**src/rtl/scr_pkg.sv**
```systemverilog
package scr_pkg;

  typedef enum logic [1:0] {
    MODE_RISE   = 2'b00,
    MODE_FALL   = 2'b01,
    MODE_CHANGE = 2'b10,
    MODE_LEVEL  = 2'b11
  } trig_mode_e;

  // Strobes from the control module to the storage datapath
  typedef struct packed {
    logic wrEn;   // write probe snapshot at write pointer
    logic rdEn;   // retire record at read pointer
  } scr_strobe_t;

endpackage

```
**src/rtl/scr_trig_detect.sv**
```systemverilog
module scr_trig_detect
  import scr_pkg::*;
#(
  parameter int TRIG_W = 4
) (
  input  logic              clk,
  input  logic              rstN,
  input  logic [TRIG_W-1:0] trigIn,
  input  trig_mode_e        mode,
  output logic              fire
);

  logic [TRIG_W-1:0] prevTrig;
  logic [TRIG_W-1:0] bitHit;
  logic              armed;

  // prevTrig follows trigIn every edge; the first edge after reset only primes it
  always_ff @(posedge clk or negedge rstN) begin
    if (!rstN) begin
      prevTrig <= '0;
      armed    <= 1'b0;
    end else begin
      prevTrig <= trigIn;
      armed    <= 1'b1;
    end
  end

  for (genvar i = 0; i < TRIG_W; i++) begin : g_cell
    always_comb begin
      unique case (mode)
        MODE_RISE:   bitHit[i] = trigIn[i] & ~prevTrig[i];
        MODE_FALL:   bitHit[i] = ~trigIn[i] & prevTrig[i];
        MODE_CHANGE: bitHit[i] = trigIn[i] ^ prevTrig[i];
        default:     bitHit[i] = trigIn[i];
      endcase
    end
  end

  assign fire = armed & (|bitHit);

endmodule

```
**src/rtl/scr_ctrl.sv**
```systemverilog
module scr_ctrl
  import scr_pkg::*;
#(
  parameter int TRIG_W = 4,
  parameter int DEPTH  = 16,
  localparam int CNT_W = $clog2(DEPTH + 1)
) (
  input  logic              clk,
  input  logic              rstN,
  input  logic [TRIG_W-1:0] trigIn,
  input  logic [1:0]        trigMode,
  input  logic              clearOvf,
  input  logic              outReady,
  output scr_strobe_t       stb,
  output logic              outValid,
  output logic              overflow,
  output logic [CNT_W-1:0]  fill
);

  localparam logic [CNT_W-1:0] FULL_CNT = CNT_W'(DEPTH);

  logic fire;
  logic isFull;
  logic dropRec;

  scr_trig_detect #(.TRIG_W(TRIG_W)) u_detect (
    .clk    (clk),
    .rstN   (rstN),
    .trigIn (trigIn),
    .mode   (trig_mode_e'(trigMode)),
    .fire   (fire)
  );

  assign isFull   = (fill == FULL_CNT);
  assign outValid = (fill != '0);

  always_comb begin
    stb.wrEn = fire & ~isFull;
    stb.rdEn = outValid & outReady;
    dropRec  = fire & isFull;
  end

  always_ff @(posedge clk or negedge rstN) begin
    if (!rstN) begin
      fill <= '0;
    end else begin
      unique case ({stb.wrEn, stb.rdEn})
        2'b10:   fill <= fill + 1'b1;
        2'b01:   fill <= fill - 1'b1;
        default: fill <= fill;
      endcase
    end
  end

  always_ff @(posedge clk or negedge rstN) begin
    if (!rstN)         overflow <= 1'b0;
    else if (dropRec)  overflow <= 1'b1;
    else if (clearOvf) overflow <= 1'b0;
  end

endmodule

```
**src/rtl/scr_dpath.sv**
```systemverilog
module scr_dpath
  import scr_pkg::*;
#(
  parameter int DATA_W = 16,
  parameter int DEPTH  = 16,
  localparam int PTR_W = (DEPTH > 1) ? $clog2(DEPTH) : 1
) (
  input  logic              clk,
  input  logic              rstN,
  input  scr_strobe_t       stb,
  input  logic [DATA_W-1:0] probeIn,
  output logic [DATA_W-1:0] outData
);

  localparam logic [PTR_W-1:0] LAST_SLOT = PTR_W'(DEPTH - 1);

  logic [DATA_W-1:0] slotMem [DEPTH];
  logic [PTR_W-1:0]  wrPtr;
  logic [PTR_W-1:0]  rdPtr;

  function automatic logic [PTR_W-1:0] nextPtr(input logic [PTR_W-1:0] p);
    return (p == LAST_SLOT) ? '0 : p + 1'b1;
  endfunction

  always_ff @(posedge clk) begin
    if (stb.wrEn) slotMem[wrPtr] <= probeIn;
  end

  always_ff @(posedge clk or negedge rstN) begin
    if (!rstN) begin
      wrPtr <= '0;
      rdPtr <= '0;
    end else begin
      if (stb.wrEn) wrPtr <= nextPtr(wrPtr);
      if (stb.rdEn) rdPtr <= nextPtr(rdPtr);
    end
  end

  assign outData = slotMem[rdPtr];

endmodule

```
**src/rtl/sigCaptureRecorder.sv**
```systemverilog
module sigCaptureRecorder
  import scr_pkg::*;
#(
  parameter int TRIG_W = 4,
  parameter int DATA_W = 16,
  parameter int DEPTH  = 16
) (
  input  logic              clk,
  input  logic              rstN,
  input  logic [TRIG_W-1:0] trigIn,
  input  logic [1:0]        trigMode,
  input  logic [DATA_W-1:0] probeIn,
  input  logic              clearOvf,
  input  logic              outReady,
  output logic              outValid,
  output logic [DATA_W-1:0] outData,
  output logic              overflow
);

  localparam int CNT_W = $clog2(DEPTH + 1);

  scr_strobe_t      stb;
  logic [CNT_W-1:0] fill;

  scr_ctrl #(.TRIG_W(TRIG_W), .DEPTH(DEPTH)) u_ctrl (
    .clk      (clk),
    .rstN     (rstN),
    .trigIn   (trigIn),
    .trigMode (trigMode),
    .clearOvf (clearOvf),
    .outReady (outReady),
    .stb      (stb),
    .outValid (outValid),
    .overflow (overflow),
    .fill     (fill)
  );

  scr_dpath #(.DATA_W(DATA_W), .DEPTH(DEPTH)) u_dpath (
    .clk     (clk),
    .rstN    (rstN),
    .stb     (stb),
    .probeIn (probeIn),
    .outData (outData)
  );

endmodule

```
**config.mk**
```make
export PLATFORM = sky130hd
export DESIGN_NAME = sigCaptureRecorder
export DESIGN_NICKNAME = d
export VERILOG_FILES = /design/src/rtl/scr_pkg.sv /design/src/rtl/scr_trig_detect.sv /design/src/rtl/scr_ctrl.sv /design/src/rtl/scr_dpath.sv /design/src/rtl/sigCaptureRecorder.sv
export SDC_FILE = /design/constraint.sdc
export NUM_CORES = 1
export LEC_CHECK = 0
export BUFFER_PORTS_ARGS = -buffer_cell sky130_fd_sc_hd__buf_2
export CAP_MARGIN = 20
export CELL_PAD_IN_SITES_DETAIL_PLACEMENT = 1
export CELL_PAD_IN_SITES_GLOBAL_PLACEMENT = 1
export CORE_ASPECT_RATIO = 0.5
export CORE_MARGIN = 2
export CORE_UTILIZATION = 58
export CTS_CLUSTER_SIZE = 10
export DETAILED_ROUTE_END_ITERATION = 10
export PLACE_DENSITY_LB_ADDON = 0.1
export SETUP_SLACK_MARGIN = 0.2
export SYNTH_ARGS = -nofsm -noshare
export SYNTH_HDL_FRONTEND = slang
export SYNTH_HIERARCHICAL = 1
export SYNTH_SLANG_ARGS = --single-unit
```
**constraint.sdc**
```tcl
create_clock -name clk -period 8.26 [get_ports clk]
set_input_delay 1.652 -clock clk [delete_from_list [all_inputs] [get_ports clk]]
set_output_delay 1.652 -clock clk [all_outputs]
set_load 0.03 [all_outputs]
```
# Yosys cells after proc, flatten, opt, wreduce, memory -nomap -nowiden
# Memory sizes are Yosys's and may differ from the RTL's.
# Index checks and enable logic that the tools add are counted.
# classes
muxes	11
eq_ne	7
add_sub_neg	4
reduce_logical	5
bitwise	25
# ops
cell	n
1-bit bitwise AND	12
1-bit one-hot mux with 3 select lines	4
5-bit one-hot mux with 2 select lines	1
1-bit inverter	9
4-bit by 1-bit adder with 4-bit output, second input constant	2
4-bit equality test, second input constant	2
4-bit 2-to-1 mux	2
5-bit by 1-bit adder with 5-bit output, second input constant	1
5-bit equality test, second input constant	1
5-bit nonzero test	1
5-bit by 1-bit subtractor with 5-bit output, second input constant	1
2-bit by 1-bit equality test with 1-bit output, second input constant	2
2-bit equality test, second input constant	2
1-bit 2-to-1 mux	4
2-bit nonzero test	2
4-bit OR reduction	1
1-bit bitwise XOR	4
2-bit zero test	1
# totals
n_memories	1
mem_bits_rw	256
word_cells	59
inputBits	26
output_inout_bits	18
ff_bits	19
# memory_table
name	depth	width	rd	rd_ports_with_merged_regs	write_ports	line_no	source
u_dpath.slotMem	16	16	1	0	1	scr_dpath.sv:17	logic [DATA_W-1:0] slotMem [DEPTH];

# Depth between registers and ports, before layout
# Gate-level depths: netlist of the first run.
# depth
depth_word	8
ltp_mapped	13
mapped_depth_nobuf	13

# Hierarchy
# Netlist of the first run, hierarchy kept.
# by_module_without_submodules
mod	seq_area_each_um2	cells_each	area_each_um2	instances
scr_dpath	7887.6	513	10348.7	1
scr_ctrl	150.1	48	450.4	1
scr_trig_detect	125.1	30	324.1	1

# Worst setup path before layout of the first run
# OpenSTA, ideal clock, no wires.
# synth_path
kind	input port to flip-flop
start	input trigIn[2]
end	memory u_dpath.slotMem[3][0] (enable)
setup_time_ps	409
n_path_buf	1
path_stages	10
arrival_time_ps	3966
setup_slack_ps	3885
t_required_ps	7851
cell_sequence	inv_1 -> ha_1 -> nand4_1 -> o21ai_0 -> a31oi_1 -> nand2_1 -> inv_1 -> clkbuf_1 -> nand2_1 -> nor3_1
# synth_lines
element	line_no	source
from (decl)	sigCaptureRecorder.sv:10	input logic [TRIG_W-1:0] trigIn,
to (decl)	scr_dpath.sv:17	

# Worst setup path in the final report of the first run
# layout_path
start	register u_dpath.rdPtr[1]
end	output outData[2]
# layout_between
elab_chain_len	1
# layout_lines
element	line_no	source
from (decl)	scr_dpath.sv:19	logic [PTR_W-1:0] rdPtr;
from (signal assigned)	scr_dpath.sv:35	if (stb.rdEn) rdPtr <= nextPtr(rdPtr);
memory 16 x 16 bit	--	
to (decl)	sigCaptureRecorder.sv:16	output logic [DATA_W-1:0] outData,
# Every way passes these cells.

==> Implementation_results.wiki, run 1 <==
{| class="wikitable"
! Metric !! Value
|-
| Port buffer count || 43
|-
| Period Utilization, post-route || 0.6004
|-
| Die Wd || 199.8 microns
|-
| Placement-stage worst setup slack || between 3 and 4 ns
|-
| Setup repair after global routing missed its margin || false
|-
| Sinks on the clock net || between 200 and 300
|-
| Count of flip-flops with a built-in enable after synthesis || roughly 260
|-
| Initial standard-cell utilization of the core || 0.5976
|-
| Syn nets || 635
|-
| Number of DRC violations after detailed routing || 0
|-
| DRC violation total after the first TritonRoute iteration || a little under 600
|-
| Area of the die || a little over 20000 sq um
|-
| Post-cts resize count || 0
|-
| Leakage power || 4.175 nW
|-
| Kind of start point of the critical path || flop
|-
| Category of the critical setup timing path || flop to output port
|-
| Type of element capturing the critical path || output port
|-
| Fmax achieved || about 200 MHz
|-
| Global-route wire length before repair || slightly below 40000 microns
|-
| Post-synth cell types || 43
|-
| Number of nets in the final layout || approximately 690
|-
| Fraction of layout cells with a size suffix above 1 || 0.3013
|-
| Aggregate global routing overflow || 0
|-
| Predominant post-synthesis flop cell || sky130_fd_sc_hd__edfxtp_1
|-
| Number of antenna violations at the first check in global routing || 0
|-
| Setup Total Neg Slack || 0 ns
|-
| Share of flip-flops with an asynchronous set or reset after synthesis || 0.06909
|-
| Worst path required time || between 6 and 7 ns
|-
| Buffer type at the clock tree root || sky130_fd_sc_hd__clkbuf_16
|-
| Leading cell types in the layout, fill and taps excluded || 256 x sky130_fd_sc_hd__edfxtp_1, 65 x sky130_fd_sc_hd__mux2_2, 43 x sky130_fd_sc_hd__buf_2
|-
| TritonCTS clock tree || done
|-
| Min-Delay Path Class || flop to flop
|-
| Syn Area/Cell || around 19 sq um
|-
| Number of hold buffers added after CTS || 0
|-
| Leading cell type in the layout, fill and taps excluded || sky130_fd_sc_hd__edfxtp_1
|-
| H-tree depth reported by CTS || 1
|-
| CP Max Fanout || 69
|-
| Clock latency reported for the late side of the worst-skew pair || 0.56 ns
|-
| Maximum clock path buffer count || 3
|-
| Number of max-slew violations in the final report || 0
|-
| Final clock skew || ~0.035 ns
|-
| Clock input transition at the sequential cells of the worst setup and hold paths || ~0.050 ns
|-
| Rows || 35
|-
| Number of nets with antenna violations after detailed routing || 0
|-
| Final critical-path required period || between 4 and 5 ns
|-
| Synth Warn # || 6
|-
| Number of buffers added by the clock tree synthesis step || 31
|-
| Cell area after synthesis || around 11000 sq um
|-
| Max rail drop VDD || 186.5 uV
|-
| Final-layout fill cell count || 1572
|-
| Number of antenna repair diodes || 0
|-
| Number of vias in the routed layout || approximately 5900
|-
| Final Routed Wirelength || 25890 microns
|-
| Via count of the first global-routing pass || about 6000
|-
| Max transition margin || 0.2492
|-
| Final worst slack || between 3 and 4 ns
|-
| Mean number of vias per cell || about 6.4
|-
| Pin count of the biggest net entering global routing || 70
|-
| Max-cap check violation count || 0
|-
| Status || completed
|-
| Vertical die dimension || ~100 microns
|-
| Setup fix buffers added after clock tree synthesis || 0
|-
| Seq cells post-synth || about 280
|-
| Initial DRT Pass Iterations || 5
|-
| Average wire per standard cell || between 20 and 30 microns
|-
| Final setup viols || 0
|-
| Final Hold Violating Endpoints || 0
|-
| Transition time at the pin with the least slew margin || approximately 1.1 ns
|-
| Total GRT Usage || 0.2663
|-
| I/O pin count || 44
|-
| Number of instances in the synthesized netlist || about 590
|-
| Sequential fraction of the synthesis area || 0.7339
|-
| P per Cell Area || around 350 nW/um^2
|-
| Worst EP arrival || between 3 and 4 ns
|-
| Area growth syn-to-layout || 12.15%
|-
| Global placer's final weighted congestion || 0.8387
|-
| Detailed-placement wirelength estimate || 15770 microns
|-
| Core Footprint || around 19000 sq um
|}
-- report_power, final --
group	internal (mW)	leakage, nW	total [mW]	switching [mW]
logic	0.525	1.22	1.36	0.834
clock network	0.701	0.415	1.22	0.522
registers	1.65	2.54	1.77	0.126
total	2.87	4.18	4.36	1.48
-- cell type report --
class	instances	area [sq um]	area share
timing repair buffer	52	286.5	0.02297
clock buffer	55	865.8	0.06941
clock inverter	2	16.27	0.001304
sequential	275	8168	0.6548
inverter	17	63.81	0.005115
multi-input combinational	266	2750	0.2205
tap	259	324.1	0.02598
-- cells by family after synthesis --
family	share of synthesized area
flip-flops	0.7339
multiplexers	0.1481
AO/OA/AOI/OAI	0.04365
AND/OR/NAND/NOR	0.02576
buffers and inverters	0.02340
adder cells (fa/ha/maj)	0.02092
XOR/XNOR	0.003938
other	0.0003371
-- worst max-delay path, cell delays in order (launching register included) --
cell and delay (ns):
sky130_fd_sc_hd__dfrtp_4 0.73, sky130_fd_sc_hd__buf_4 0.82, sky130_fd_sc_hd__mux2_2 0.42, sky130_fd_sc_hd__o221ai_1 0.35, sky130_fd_sc_hd__o22ai_1 0.17, sky130_fd_sc_hd__buf_2 0.21
-- registers in the layout, indices dropped and copies added (netlist names) --
register	flops
u_dpath/slotMem	256
u_ctrl/u_detect/prevTrig	4
u_ctrl/overflow	1
u_ctrl/fill	5
u_dpath/wrPtr	4
u_dpath/rdPtr	4
u_ctrl/u_detect/armed	1
-- synthesized netlist by cell type, types with 7 or more instances --
cell type                  number  share of area
sky130_fd_sc_hd__mux2_2        65          0.066
sky130_fd_sc_hd__o21ai_0       12         0.0054
sky130_fd_sc_hd__mux4_2        28          0.057
sky130_fd_sc_hd__nor2_1        13         0.0044
sky130_fd_sc_hd__buf_2         17         0.0076
sky130_fd_sc_hd__clkbuf_1       7         0.0024
sky130_fd_sc_hd__edfxtp_1     256           0.69
sky130_fd_sc_hd__dfrtp_1       19          0.043
sky130_fd_sc_hd__nand2_1       15         0.0051
sky130_fd_sc_hd__ha_1          17          0.019
sky130_fd_sc_hd__o22ai_1       33          0.019
sky130_fd_sc_hd__o221ai_1      16          0.013
sky130_fd_sc_hd__mux2i_1       18          0.016
sky130_fd_sc_hd__inv_1         17         0.0057
-- final timing paths --
check,endpoint,slack [ns],depth (start not counted),from
worst max-delay path,outData[2],3.30,5,u_dpath/rdPtr[1]
worst min-delay path,u_ctrl/overflow,0.53,2,u_ctrl/overflow
worst max register to register,u_dpath/slotMem[11][14],5.14,8,u_ctrl/u_detect/prevTrig[1]
worst min register to register,u_ctrl/overflow,0.53,2,u_ctrl/overflow
max in group asynchronous,u_dpath/rdPtr[1],6.80,1,rstN
min in group asynchronous,u_dpath/wrPtr[2],1.07,1,rstN
-- layer usage --
metal	track usage	part of all wire
met4	0.07407	0.022
met5	0	0
met2	0.3982	0.45
met3	0.05908	0.078
met1	0.4018	0.45
-- per-stage QoR --
stage / hold slack, ns / instances / total power, mW / utilization / area (sq um)
final: 0.5325 / 926 / 4.356 / 0.6703 / 12470
after global routing: 0.5720 / 926 / 4.521 / 0.6703 / 12470
after CTS: 0.5371 / 925 / 4.369 / 0.6696 / 12460
after detailed placement: 0.5235 / 868 / 3.136 / 0.6223 / 11580
after global placement: 0.5116 / 868 / 3.092 / 0.6223 / 11580
after floorplan: 0.4975 / 591 / 2.742 / - / 11120
No activity file was read; power rests on OpenSTA's default activity.
==> run 2: changes to the inputs <==
--- a/config.mk
+++ b/config.mk
@@ -11,7 +11,7 @@
 export CELL_PAD_IN_SITES_GLOBAL_PLACEMENT = 1
 export CORE_ASPECT_RATIO = 0.5
 export CORE_MARGIN = 2
-export CORE_UTILIZATION = 58
+export CORE_UTILIZATION = 54
 export CTS_CLUSTER_SIZE = 10
 export DETAILED_ROUTE_END_ITERATION = 10
 export PLACE_DENSITY_LB_ADDON = 0.1
==> constraint.sdc (replaced) <==
create_clock -name clk -period 4.9 [get_ports clk]
set_input_delay 0.98 -clock clk [delete_from_list [all_inputs] [get_ports clk]]
set_output_delay 0.98 -clock clk [all_outputs]
set_load 0.03 [all_outputs]
==> Implementation_results.wiki, run 2 (synthesis gave the netlist of run 1 again) <==
{| class="wikitable"
! Metric !! Value
|-
| Number of antenna repair diodes || 0 (unchanged)
|-
| Setup fix buffers added after clock tree synthesis || 0 (unchanged)
|-
| Fmax achieved || ~250 MHz
|-
| Critical-path cell list || buf_4 > mux4_2 > mux2i_1 > o22ai_1 > buf_2
|-
| Global-route wire length before repair || 37340 microns (-3.2%)
|-
| Port buffer count || 43 (unchanged)
|-
| Clock latency reported for the late side of the worst-skew pair || 0.53 ns (-0.03 ns)
|-
| Kind of start point of the critical path || flop
|-
| Initial standard-cell utilization of the core || 0.5461 (-0.05158)
|-
| Topmost layer with routed signal wires || met5
|-
| Worst path required time || 3.92 ns (-2.69 ns)
|-
| Number of vias in the routed layout || 5736 (-2.5%)
|-
| I/O pin count || 44 (unchanged)
|-
| DRC violation total after the first TritonRoute iteration || 597 (+3.1%)
|-
| Core Footprint || 20370 sq um (+9.4%)
|-
| Final setup viols || 0 (unchanged)
|-
| Number of buffers added by the clock tree synthesis step || 31 (unchanged)
|-
| Number of DRC violations after detailed routing || 0 (unchanged)
|-
| Portion of total power attributed to combinational logic || 0.311 (about the same)
|-
| Pin count of the biggest net entering global routing || 50 (-29%)
|-
| Register with the highest flop count || u_dpath/slotMem
|-
| Regs by FF count || u_dpath/slotMem: 256 flops, u_ctrl/fill: 5 flops
|-
| Final Routed Wirelength || 24550 microns (-5.2%)
|-
| Final-layout fill cell count || 1769 (+13%)
|-
| Met3 wirelength from detailed routing || 1904 microns (-6.0%)
|-
| Maximum clock path buffer count || 3 (unchanged)
|-
| Type of element capturing the critical path || output port
|-
| Sinks on the clock net || 275 (unchanged)
|-
| Buffer type at the clock tree root || sky130_fd_sc_hd__clkbuf_16
|-
| Status || completed
|-
| Area growth syn-to-layout || 12.10% (about the same)
|-
| Largest delay contributor family on the critical path || multiplexers
|-
| Worst reg2reg path startpoint || u_ctrl/u_detect/prevTrig[2]
|-
| Net switching power figure || 2.392 mW (+61%)
|-
| Setup Total Neg Slack || 0 ns (unchanged)
|-
| Via count of the first global-routing pass || 5969 (-0.57%)
|-
| Total met2 wirelength after detailed routing || 10620 microns (-8.5%)
|-
| Area of the die || 21830 sq um (+7.2%)
|-
| Depth of the most critical reg-to-reg path || 8 (unchanged)
|-
| Switching part of the total power || 0.3317 (-0.008469)
|-
| Sum of routed wire segments on met1 || 11710 microns (+0.21%)
|-
| Reg-to-reg endpoint || u_dpath/slotMem[11][0]
|-
| Leading cell type in the layout, fill and taps excluded || sky130_fd_sc_hd__edfxtp_1
|-
| Aggregate global routing overflow || 0 (unchanged)
|-
| Max-cap check violation count || 0 (unchanged)
|-
| Number of nets with antenna violations after detailed routing || 0 (unchanged)
|-
| Transition time at the pin with the least slew margin || 1.094 ns (-0.03060 ns)
|-
| Min-Delay Path Class || input pin to asynchronous set/reset pin
|-
| Detailed-placement wirelength estimate || 15510 microns (-1.6%)
|-
| Leading cell types in the layout, fill and taps excluded || 256 x sky130_fd_sc_hd__edfxtp_1, 65 x sky130_fd_sc_hd__mux2_2, 43 x sky130_fd_sc_hd__buf_2
|-
| Post-cts resize count || 0 (unchanged)
|-
| Max FFs per register || 256 (unchanged)
|-
| TritonCTS clock tree || done
|-
| Max transition margin || 0.2696 (+0.02042)
|-
| Max rail drop VDD || 273.1 uV (+46%)
|-
| Leakage power || 4.176 nW (about the same)
|-
| Mean number of vias per cell || 6.168 (-3.0%)
|-
| H-tree depth reported by CTS || 1 (unchanged)
|-
| Clock input transition at the sequential cells of the worst setup and hold paths || 0.06 ns (about the same)
|-
| Clock network power share || 0.273 (-0.008)
|-
| Number of max-slew violations in the final report || 0 (unchanged)
|-
| Period Utilization, post-route || 0.8062
|-
| Number of nets in the final layout || 690 (+0.44%)
|-
| Vertical die dimension || 105.5 microns (+3.5%)
|-
| Peak per-stage delay on the critical path || 0.80 ns (-0.02 ns)
|-
| Flop-to-flop setup slack || 1.90 ns (-3.24 ns)
|-
| Initial DRT Pass Iterations || 5 (unchanged)
|-
| Worst EP arrival || 2.97 ns (-0.34 ns)
|-
| Die Wd || 207.0 microns (+3.6%)
|-
| Final clock skew || 0.01152 ns (-0.02388 ns)
|-
| CP max-delay cell || sky130_fd_sc_hd__dfrtp_2
|-
| CP Max Fanout || 23 (-67%)
|-
| Cell area after placement || 11640 sq um (+0.52%)
|-
| Post-route cell area || 12470 sq um (about the same)
|-
| Fraction of layout cells with a size suffix above 1 || 0.3090 (+0.007631)
|-
| Sequential fraction of design power || 0.416 (+0.009)
|-
| Setup repair after global routing missed its margin || false
|-
| Number of antenna violations at the first check in global routing || 1 (+1)
|-
| Average wire per standard cell || 26.40 microns (-5.6%)
|-
| Global placer's final weighted congestion || 0.8121 (-3.2%)
|-
| Number of hold buffers added after CTS || 0 (unchanged)
|-
| Rows || 37 (+5.7%)
|-
| Category of the critical setup timing path || flop to output port
|-
| Number of buffer and inverter instances along the worst setup path || 2 (unchanged)
|-
| Final critical-path required period || roughly 4.0 ns
|-
| Final Hold Violating Endpoints || 0 (unchanged)
|-
| Total GRT Usage || 0.2358 (-0.03052)
|-
| P per Cell Area || 578.3 nW/um^2 (+66%)
|-
| Internal power component || 4.820 mW (+68%)
|}
## run 2: cell count changes in the layout (fill, tap and decap cells not counted), sizes merged
cell / before / now
buf: 52 / 55
clkbuf: 55 / 43
inv: 18 / 17
## run 2: metal layers
layer  track usage  vias up
met3       0.05504       29
li1              -     2481
met4       0.03597        2
met2        0.3331      192
met1        0.3806     3032
met5             0        -
## run 2: worst max-delay path by stage
stage	slack [ns]	start	cells past startpoint	to
5_1_grt	0.73	u_dpath/rdPtr[0]	5	outData[7]
4_1_cts	0.89	u_dpath/rdPtr[0]	5	outData[4]
6_report	0.95	u_dpath/rdPtr[0]	5	outData[4]
3_5_place_dp	1.14	trigIn[2]	10	u_dpath/slotMem[12][1]
2_1_floorplan	1.20	trigIn[2]	10	u_dpath/slotMem[3][0]
3_3_place_gp	1.29	trigIn[2]	10	u_dpath/slotMem[12][1]
## run 2: area by class of cell
type	count	area [sq um]	area share
Clock buffer	43	820.8	0.06582
Clock inverter	1	7.507	0.0006020
Inverter	17	63.81	0.005117
Multi-Input combinational cell	266	2750	0.2205
Sequential cell	275	8168	0.6550
Tap cell	273	341.6	0.02739
Timing Repair Buffer	55	317.8	0.02549
## run 2: metrics by stage
step	hold slack (ns)	setup slack, ns	util	total power [mW]	cells
6_report	0.4044	0.9497	0.6122	7.212	930
5_1_grt	0.4329	0.7326	0.6122	7.523	930
4_1_cts	0.4172	0.8853	0.6122	7.263	930
3_5_place_dp	0.5411	1.136	0.5715	5.286	886
3_3_place_gp	0.5101	1.290	0.5715	5.234	886
2_1_floorplan	0.4975	1.197	-	4.622	591
## run 2: worst reg2reg max path: cells and delay by family (launching register included)
family | cells | cell delay (ns)
buffers and inverters | 1 | 0.27
flip-flops | 1 | 0.38
adder cells (fa/ha/maj) | 1 | 0.28
AO/OA/AOI/OAI | 2 | 0.27
AND/OR/NAND/NOR | 4 | 1.40
## run 2: power by group through the flow
stage / clock network, mW / logic [mW] / registers (mW)
after floorplan: 0 / 1.74 / 2.88
after global placement: 0 / 2.20 / 3.04
after detailed placement: 0 / 2.24 / 3.05
after CTS: 2.00 / 2.25 / 3.01
after global routing: 2.09 / 2.40 / 3.03
final: 1.97 / 2.24 / 3.00
